--- config.mk ---
export PLATFORM = sky130hd
export DESIGN_NAME = dual_ptr_unit
export DESIGN_NICKNAME = d
export VERILOG_FILES = /design/src/rtl/dptr_pkg.sv /design/src/rtl/dptr_bank.sv /design/src/rtl/dptr_ctl.sv /design/src/rtl/dptr_index.sv /design/src/rtl/dual_ptr_unit.sv
export SDC_FILE = /design/constraint.sdc
export NUM_CORES = 1
export LEC_CHECK = 0
export ABC_AREA = 1
export BUFFER_PORTS_ARGS = -buffer_cell sky130_fd_sc_hd__buf_2
export CORE_ASPECT_RATIO = 0.7
export CORE_MARGIN = 5
export CORE_UTILIZATION = 35
export CTS_BUF_LIST = sky130_fd_sc_hd__clkbuf_8
export CTS_CLUSTER_SIZE = 8
export DETAILED_ROUTE_END_ITERATION = 8
export MAX_ROUTING_LAYER = met4
export PLACE_DENSITY = 0.66
export SETUP_SLACK_MARGIN = 0.2
export SLEW_MARGIN = 10
export SYNTH_ARGS = -nofsm -noshare
export SYNTH_HDL_FRONTEND = slang
export SYNTH_HIERARCHICAL = 1
export SYNTH_SLANG_ARGS = --single-unit
--- constraint.sdc ---
create_clock -name clk -period 5.66 [get_ports clk]
set_input_delay 1.698 -clock clk [delete_from_list [all_inputs] [get_ports clk]]
set_output_delay 1.698 -clock clk [all_outputs]
set_load 0.02 [all_outputs]
--- src/rtl/dptr_pkg.sv ---
package dptr_pkg;
    localparam int BYTE_W  = 8;
    localparam int NUM_PTR = 2;

    typedef enum logic {
        SEL_P0 = 1'b0,
        SEL_P1 = 1'b1
    } sel_state_t;
endpackage

--- src/rtl/dptr_bank.sv ---
module dptr_bank
    import dptr_pkg::*;
#(
    parameter int PTR_W = 16
) (
    input  logic              clk,
    input  logic              rst_n,
    input  logic              sel_me,
    input  logic              ld,
    input  logic              inc,
    input  logic [PTR_W-1:0]  imm,
    input  logic              wr_hi,
    input  logic              wr_lo,
    input  logic [BYTE_W-1:0] wdata,
    output logic [PTR_W-1:0]  value
);
    localparam int HI_LSB = PTR_W - BYTE_W;

    logic [PTR_W-1:0] nxt;

    always_comb begin
        nxt = value;
        if (sel_me && ld) begin
            nxt = imm;
        end else if (sel_me && inc) begin
            nxt = value + {{(PTR_W-1){1'b0}}, 1'b1};
        end else begin
            if (wr_hi) nxt[PTR_W-1:HI_LSB] = wdata;
            if (wr_lo) nxt[BYTE_W-1:0]     = wdata;
        end
    end

    always_ff @(posedge clk) begin
        if (!rst_n) value <= '0;
        else        value <= nxt;
    end


    load_takes_imm_chk: assert property (@(posedge clk) disable iff (!rst_n)
        (sel_me && ld) |=> (value == $past(imm)));


    inc_adds_one_chk: assert property (@(posedge clk) disable iff (!rst_n)
        (sel_me && inc && !ld) |=> (value == $past(value) + 1'b1));


    idle_bank_holds_chk: assert property (@(posedge clk) disable iff (!rst_n)
        (!sel_me && !wr_hi && !wr_lo) |=> $stable(value));
endmodule

--- src/rtl/dptr_ctl.sv ---
module dptr_ctl
    import dptr_pkg::*;
(
    input  logic              clk,
    input  logic              rst_n,
    input  logic              ctl_wr,
    input  logic [BYTE_W-1:0] wdata,
    output logic              sel,
    output logic              wake,
    output logic [BYTE_W-1:0] ctl_rd
);
    sel_state_t state, state_nxt;

    always_comb begin
        state_nxt = state;
        unique case (state)
            SEL_P0: if (ctl_wr && wdata[0])  state_nxt = SEL_P1;
            SEL_P1: if (ctl_wr && !wdata[0]) state_nxt = SEL_P0;
            default: state_nxt = SEL_P0;
        endcase
    end

    always_ff @(posedge clk) begin
        if (!rst_n) begin
            state <= SEL_P0;
            wake  <= 1'b0;
        end else begin
            state <= state_nxt;
            if (ctl_wr) wake <= wdata[3];
        end
    end

    always_comb begin
        unique case (state)
            SEL_P0:  sel = 1'b0;
            SEL_P1:  sel = 1'b1;
            default: sel = 1'b0;
        endcase
        ctl_rd = {4'hF, wake, 1'b0, 1'b1, sel};
    end


    select_follows_write_chk: assert property (@(posedge clk) disable iff (!rst_n)
        ctl_wr |=> (sel == $past(wdata[0])));


    wake_held_chk: assert property (@(posedge clk) disable iff (!rst_n)
        !ctl_wr |=> $stable(wake));
endmodule

--- src/rtl/dptr_index.sv ---
module dptr_index #(
    parameter int PTR_W = 16,
    parameter int ACC_W = 8
) (
    input  logic [PTR_W-1:0] base,
    input  logic [ACC_W-1:0] ofs,
    output logic [PTR_W-1:0] sum
);
    always_comb sum = base + {{(PTR_W-ACC_W){1'b0}}, ofs};
endmodule

--- src/rtl/dual_ptr_unit.sv ---
module dual_ptr_unit
    import dptr_pkg::*;
#(
    parameter int          PTR_W   = 16,
    parameter int          ACC_W   = 8,
    parameter logic [7:0]  HI_ADR  = 8'h83,
    parameter logic [7:0]  LO_ADR  = 8'h82,
    parameter logic [7:0]  CTL_ADR = 8'hA2
) (
    input  logic              clk,
    input  logic              rst_n,
    input  logic [7:0]        sfr_addr,
    input  logic              sfr_wr,
    input  logic [7:0]        sfr_wdata,
    output logic [7:0]        sfr_rdata,
    input  logic              ptr_load,
    input  logic [PTR_W-1:0]  ptr_imm,
    input  logic              ptr_inc,
    input  logic [ACC_W-1:0]  acc,
    output logic [PTR_W-1:0]  cur_ptr,
    output logic [PTR_W-1:0]  idx_addr,
    output logic              wake_en
);
    localparam int HI_LSB = PTR_W - BYTE_W;

    logic              sel;
    logic [BYTE_W-1:0] ctl_rd;
    logic [PTR_W-1:0]  bank_val [NUM_PTR];
    logic              hit_hi, hit_lo, hit_ctl;

    always_comb begin
        hit_hi  = (sfr_addr == HI_ADR);
        hit_lo  = (sfr_addr == LO_ADR);
        hit_ctl = (sfr_addr == CTL_ADR);
    end

    dptr_ctl u_ctl (
        .clk    (clk),
        .rst_n  (rst_n),
        .ctl_wr (sfr_wr && hit_ctl),
        .wdata  (sfr_wdata),
        .sel    (sel),
        .wake   (wake_en),
        .ctl_rd (ctl_rd)
    );

    for (genvar g = 0; g < NUM_PTR; g++) begin : g_bank
        logic mine;
        always_comb mine = (sel == g[0]);
        dptr_bank #(.PTR_W(PTR_W)) u_bank (
            .clk   (clk),
            .rst_n (rst_n),
            .sel_me(mine),
            .ld    (ptr_load),
            .inc   (ptr_inc),
            .imm   (ptr_imm),
            .wr_hi (mine && sfr_wr && hit_hi),
            .wr_lo (mine && sfr_wr && hit_lo),
            .wdata (sfr_wdata),
            .value (bank_val[g])
        );
    end

    always_comb cur_ptr = sel ? bank_val[1] : bank_val[0];

    dptr_index #(.PTR_W(PTR_W), .ACC_W(ACC_W)) u_idx (
        .base (cur_ptr),
        .ofs  (acc),
        .sum  (idx_addr)
    );

    always_comb begin
        if (hit_hi)       sfr_rdata = cur_ptr[PTR_W-1:HI_LSB];
        else if (hit_lo)  sfr_rdata = cur_ptr[BYTE_W-1:0];
        else if (hit_ctl) sfr_rdata = ctl_rd;
        else              sfr_rdata = '0;
    end


    index_no_side_effect_chk: assert property (@(posedge clk) disable iff (!rst_n)
        (!ptr_load && !ptr_inc && !sfr_wr) |=> $stable(cur_ptr));


    guard_bit_zero_chk: assert property (@(posedge clk) disable iff (!rst_n)
        hit_ctl |-> (sfr_rdata[2] == 1'b0 && sfr_rdata[1] == 1'b1));
endmodule

==> results of run 1 <==
==> cell families after synthesis <==
logic type,share of synthesized area
AO/OA/AOI/OAI,0.148
XOR/XNOR,0.0157
adder cells (fa/ha/maj),0.0373
buffers and inverters,0.128
flip-flops,0.175
other,0.00193
AND/OR/NAND/NOR,0.495
==> tightest hold or removal path: cells and delay by family, from the launching register on <==
family	cells	cell delay (ps)
flip-flops	1	330
AND/OR/NAND/NOR	2	150
==> per-layer routing <==
metal	wire [um]	up-vias	GRT usage
met5	0	-	-
met3	1200	11	0.0443
met1	6490	2001	0.306
li1	-	2300	-
met2	5180	166	0.271
met4	144	0	0.0418
==> cell usage in the layout, fill, tap and decap left out, types with 4 or more instances in the layout <==
| master | instances |
|---|---|
| clkbuf_8 | 6 |
| o211ai_1 | 6 |
| nand4_1 | 8 |
| inv_1 | 62 |
| o21ai_0 | 12 |
| nor2_2 | 9 |
| buf_2 | 85 |
| dfxtp_1 | 34 |
| nand2_2 | 27 |
| nand3_1 | 77 |
| o21bai_1 | 10 |
| xor2_1 | 7 |
| o21ai_1 | 7 |
| nor2_1 | 67 |
| nor3_1 | 6 |
| nor2_4 | 5 |
| conb_1 | 6 |
| a21oi_1 | 37 |
| nand2_4 | 4 |
| ha_1 | 10 |
| o221ai_1 | 14 |
| inv_2 | 10 |
| nand2_1 | 198 |
==> registers in the layout, indices dropped and copies added (netlist names), named ones only <==
name and flops:
g_bank.u_bank/value 32, u_ctl/wake 1
==> power by group <==
group | total, uW | switching, uW | internal (uW)
Combinational | 242 | 160 | 81.4
Sequential | 263 | 14.5 | 249
Clock | 206 | 110 | 96.7
Total | 711 | 285 | 427
==> through the flow <==
| step | area, um2 | total power [uW] | util |
|---|---|---|---|
| floorplan | 3910 | 432 | - |
| global placement | 4310 | 509 | 0.395 |
| detailed placement | 4310 | 509 | 0.395 |
| CTS | 4410 | 712 | 0.403 |
| global route | 4410 | 751 | 0.403 |
| finish | 4410 | 711 | 0.403 |
==> worst paths after layout <==
| kind | to | slack [ps] | cells past startpoint |
|---|---|---|---|
| hold / removal | u_ctl/wake | 520 | 2 |
| setup / recovery | idx_addr[10] | 780 | 12 |
| hold reg to reg | u_ctl/wake | 520 | 2 |
| setup reg to reg | g_bank[0].u_bank/value[10] | 3770 | 7 |
==> area by class of cell <==
cell class	count	area [um2]	area share
Timing Repair Buffer	86	433	0.0983
Multi-Input combinational cell	533	2730	0.620
Clock inverter	2	8.76	0.00199
Sequential cell	34	681	0.155
Inverter	72	278	0.0631
Tap cell	153	191	0.0435
Clock buffer	6	82.6	0.0187
==> flow_metrics.env, run 1 <==
export IMPL_finClkSkew_ps=4.47
export IMPL_post_route_period_util=0.861
export IMPL_worstPathArrival_ps=3180
export IMPL_ant_nets=0
export IMPL_crit_path_frequent_cell="nand2_1"
export IMPL_antenna_found_initial=0
export IMPL_dr_total_vias=4478
export IMPL_drt_wl_total_um=13000
export IMPL_ys_seq_area_frac=0.175
export IMPL_yosysWarnings=6
export IMPL_synth_edf_count=0
export IMPL_grt_first_pass_wirelength_um=20700
export IMPL_synth_top_cell_by_area="nand2_1"
export IMPL_max_slew_worst_pin_slew_ps=591
export IMPL_cts_sinks=34
export IMPL_core_um2=10900
export IMPL_startpoint="acc[0]"
export IMPL_ir_drop_mv=0.100
export IMPL_status="complete, no violations"
export IMPL_p_leak_uw=0.00219
export IMPL_powerDensity_nw_per_um2=161
export IMPL_cts_root_buf="clkbuf_8"
export IMPL_dpl_worst_slack_ps=788
export IMPL_place_congestion=0.920
export IMPL_hold_buffers=0
export IMPL_yosysMostFrequentCell="nand2_1"
export IMPL_synth_flop_cell="dfxtp_1"
export IMPL_start_kind="primary input"
export IMPL_synthTopCellsByArea="nand2_1 19%, dfxtp_1 17%, nand3_1 9.9%"
export IMPL_io_pins=86
export IMPL_cts_path_max_buffers=2
export IMPL_path_cells="buf_2, ha_1, fa_1, nand2_1, nand2_1, nand3b_1, nand2_1, nand2_1, nand2_1, nand2_1, nand2_1, buf_2"
export IMPL_synth_top_area_share=0.191
export IMPL_drtPass1Iterations=5
export IMPL_hold_class="reg2reg"
export IMPL_grt_start_max_net_pins=32
export IMPL_synthTopCellsByCount="198 x nand2_1, 77 x nand3_1, 67 x nor2_1, 61 x inv_1, 37 x a21oi_1"
export IMPL_postSynthAreaPerCell_um2=5.90
export IMPL_ctsResizeCount=0
export IMPL_final_cells=886
export IMPL_antenna_cells=0
export IMPL_clk_pin_slew_ps=80
export IMPL_num_nets_final=788
export IMPL_netlist_cell_type_count=40
export IMPL_ys_seq_elements=34
export IMPL_die_area_um2=13400
export IMPL_track_usage=0.202
export IMPL_max_slew_margin=0.606
export IMPL_syn_inst=660
export IMPL_path_buf_inv=2
export IMPL_fin_ws_ps=785
export IMPL_first_global_vias=3920
export IMPL_drc_errors=0
export IMPL_critPathMaxFanout=3
export IMPL_syn_area_um2=3890
export IMPL_slew_violations=0
export IMPL_hpwlAfterDp_um=10200
export IMPL_nFillCells=1217
export IMPL_hold_violations=0
export IMPL_port_buffers=85
export IMPL_tns_ps=0
export IMPL_post_cts_buffers=0
export IMPL_hold_worst_slack_ps=523
export IMPL_critPathSlowestCell="fa_1"
export IMPL_cts_buffers=5
export IMPL_async_reset_ff_frac=0
export IMPL_min_delay_start="u_ctl/wake"
export IMPL_vias_per_cell=5.05
export IMPL_syn_to_final_growth_pct=13.1
export IMPL_period_needed_ps=4880
export IMPL_routedWlPerCell_um=14.7
export IMPL_clk_latency_ps=310
export IMPL_crit_type="in2out"
export IMPL_cap_violations=0
export IMPL_max_freq_mhz=205
export IMPL_required_ps=3960
export IMPL_crit_family="simple AND/OR/NAND/NOR gates"
export IMPL_rsz0062_at_grt="false"
export IMPL_finalSetupViolations=0
export IMPL_grt_ovfl_total=0
export IMPL_slowest_delay_ps=410
export IMPL_numPlacedInstances=878
export IMPL_drtIter0Drc=479
export IMPL_end_kind="output port"
export IMPL_rows=32
export IMPL_die_y_um=98.2
export IMPL_cts_tree="done"
export IMPL_start_util=0.356
export IMPL_drive_gt1_frac=0.218
export IMPL_cts_max_level=2
export IMPL_fp_dieW_um=136
No activity file was read; power rests on OpenSTA's default activity.
==> run 2, diff against run 1 <==
ABC_AREA = unset   (was 1)
==> run 2 against run 1 <==
Non-clock buffer count up 2; first-iteration DRC count fell by 26%; area after synthesis decreased by 12%; global-route usage grew 0.98 points; setup slack lost 450 ps; combinational power is 13% lower; count of clock-buffer cells in the layout unchanged; register-to-register slack got worse by 530 ps; final cell count shrank 30%; core utilization grew 1.2 points; clock skew is 3.0 ps higher; critical path depth fell by 3; critical endpoint is now idx_addr[14].
==> flow_metrics.env, run 2 <==
export IMPL_hold_violations=0
export IMPL_required_ps=3960
export IMPL_critPathMaxFanout=3
export IMPL_synthTopCellsByArea="dfxtp_1 20%, mux2_2 5.2%, xnor2_1 4.8%"
export IMPL_crit_type="in2out"
export IMPL_drt_wl_total_um=12500
export IMPL_num_nets_final=546
export IMPL_slew_violations=0
export IMPL_grt_first_pass_wirelength_um=19800
export IMPL_largest_register_ffs=32
export IMPL_final_cells=619
export IMPL_grt_start_max_net_pins=37
export IMPL_cts_path_max_buffers=2
export IMPL_port_buffers=85
export IMPL_synth_flop_cell="dfxtp_1"
export IMPL_hold_worst_slack_ps=538
export IMPL_finClkSkew_ps=7.45
export IMPL_cap_violations=0
export IMPL_reg_top3="g_bank.u_bank/value: 32 flops, u_ctl/wake: 1 flops"
export IMPL_powerDensity_nw_per_um2=168
export IMPL_ctsResizeCount=0
export IMPL_antenna_found_initial=0
export IMPL_cts_root_buf="clkbuf_8"
export IMPL_startpoint="acc[0]"
export IMPL_vias_per_cell=6.17
export IMPL_synth_edf_count=0
export IMPL_hold_buffers=0
export IMPL_drtIter0Drc=353
export IMPL_numPlacedInstances=611
export IMPL_syn_to_final_growth_pct=16.3
export IMPL_netlist_cell_type_count=71
export IMPL_ys_seq_area_frac=0.198
export IMPL_grt_ovfl_total=0
export IMPL_max_slew_worst_pin_slew_ps=1210
export IMPL_timing_rr_end="g_bank[1].u_bank/value[15]"
export IMPL_syn_area_um2=3440
export IMPL_place_congestion=0.968
export IMPL_hold_class="reg2reg"
export IMPL_multi_input_area_um2=2590
export IMPL_status="complete, no violations"
export IMPL_syn_inst=420
export IMPL_largest_register="g_bank.u_bank/value"
export IMPL_post_cts_buffers=0
export IMPL_yosysWarnings=6
export IMPL_cts_tree="done"
export IMPL_core_um2=9650
export IMPL_seq_power_share=0.395
export IMPL_track_usage=0.212
export IMPL_cts_buffers=5
export IMPL_drc_errors=0
export IMPL_routedWlPerCell_um=20.1
export IMPL_rrSetupSlack_ps=3240
export IMPL_antenna_cells=0
export IMPL_fp_dieW_um=129
export IMPL_p_int_uw=423
export IMPL_final_common_cell="buf_2"
export IMPL_drive_gt1_frac=0.285
export IMPL_rows=30
export IMPL_clk_pin_slew_ps=80
export IMPL_layout_common_cells="85 x buf_2, 34 x nand2_1, 34 x dfxtp_1, 19 x xnor2_1"
export IMPL_synthTopCellsByCount="34 x dfxtp_1, 34 x nand2_1, 19 x xnor2_1"
export IMPL_hpwlAfterDp_um=9550
export IMPL_reg2reg_depth=5
export IMPL_drtPass1Iterations=5
export IMPL_nFillCells=969
export IMPL_max_freq_mhz=188
export IMPL_min_delay_start="g_bank[1].u_bank/value[13]"
export IMPL_pwr_share_comb=0.315
export IMPL_post_route_period_util=0.941
export IMPL_min_to="g_bank[1].u_bank/value[13]"
export IMPL_die_area_um2=12000
export IMPL_end_kind="output port"
export IMPL_postSynthAreaPerCell_um2=8.20
export IMPL_ys_seq_elements=34
export IMPL_rsz0062_at_grt="false"
export IMPL_p_sw_frac=0.369
export IMPL_period_needed_ps=5330
export IMPL_start_kind="primary input"
export IMPL_die_y_um=93
export IMPL_max_slew_margin=0.186
export IMPL_tns_ps=0
export IMPL_p_sw_uw=248
export IMPL_pwr_share_clk=0.290
export IMPL_synth_top_cell_by_area="dfxtp_1"
export IMPL_ir_drop_mv=0.0695
export IMPL_cts_sinks=34
export IMPL_cts_max_level=2
export IMPL_p_leak_uw=0.00149
export IMPL_regArea_um2=681
export IMPL_async_reset_ff_frac=0
export IMPL_worstPathArrival_ps=3630
export IMPL_io_pins=86
export IMPL_hold_depth=1
export IMPL_clk_latency_ps=300
export IMPL_dr_total_vias=3818
export IMPL_finalSetupViolations=0
export IMPL_start_util=0.357
export IMPL_ant_nets=0
export IMPL_synth_top_area_share=0.198
export IMPL_first_global_vias=3785
run 2: kinds of logic (layout without fill, tap and decap cells):
logic type / after synthesis / after routing / synth area share
xor+xnor: 24 / 24 / 0.0610
flops: 34 / 34 / 0.198
buf+inv: 39 / 106 / 0.0556
simple gates: 145 / 145 / 0.259
fa+ha+maj: 11 / 11 / 0.0421
compound gates: 132 / 132 / 0.280
mux: 33 / 33 / 0.102
other cells: 2 / 6 / 0.00218
run 2: layout make-up:
cell class                 instances  area share
multi-input combinational        351       0.646
timing repair buffer              88       0.112
clock inverter                     2     0.00219
tap                              128      0.0400
sequential                        34       0.170
clock buffer                       6      0.0206
inverter                          10     0.00937
run 2: through the flow:
step	power, uW	area (um2)	utilization	worst slack (ps)
floorplan	403	3460	-	600
global placement	474	3910	0.406	345
detailed placement	478	3910	0.406	346
CTS	672	4010	0.415	339
global route	708	4010	0.415	268
finish	671	4010	0.415	335
run 2: worst max-delay path, stage by stage:
cell,delay [ps]
buf_2,100
ha_1,200
fa_1,400
a21o_2,240
a41oi_1,320
a31oi_2,220
nand3_1,150
xnor2_1,120
buf_2,180
run 2: power groups by stage:
stage                     Combinational (uW)  Sequential, uW  Clock (uW)
final                                    211             265         195
after CTS                                209             265         198
after floorplan                          138             265           0
after global routing                     228             267         213
after detailed placement                 208             270           0
after global placement                   204             270           0
run 2: how the worst max path moves through the flow:
stage                         to  cells past startpoint  slack (ps)
CTS                 idx_addr[14]                      9         340
global route        idx_addr[14]                      9         270
finish              idx_addr[14]                      9         330
detailed placement  idx_addr[14]                      9         350
global placement    idx_addr[14]                      9         350
floorplan            idx_addr[8]                      7         600
run 2: layer usage:
layer / up-vias / track usage / wire length (um)
met4: 0 / 0.0524 / 242
met5: - / - / 0
met2: 212 / 0.314 / 5420
met1: 1810 / 0.290 / 5590
met3: 31 / 0.0531 / 1210
li1: 1765 / - / -
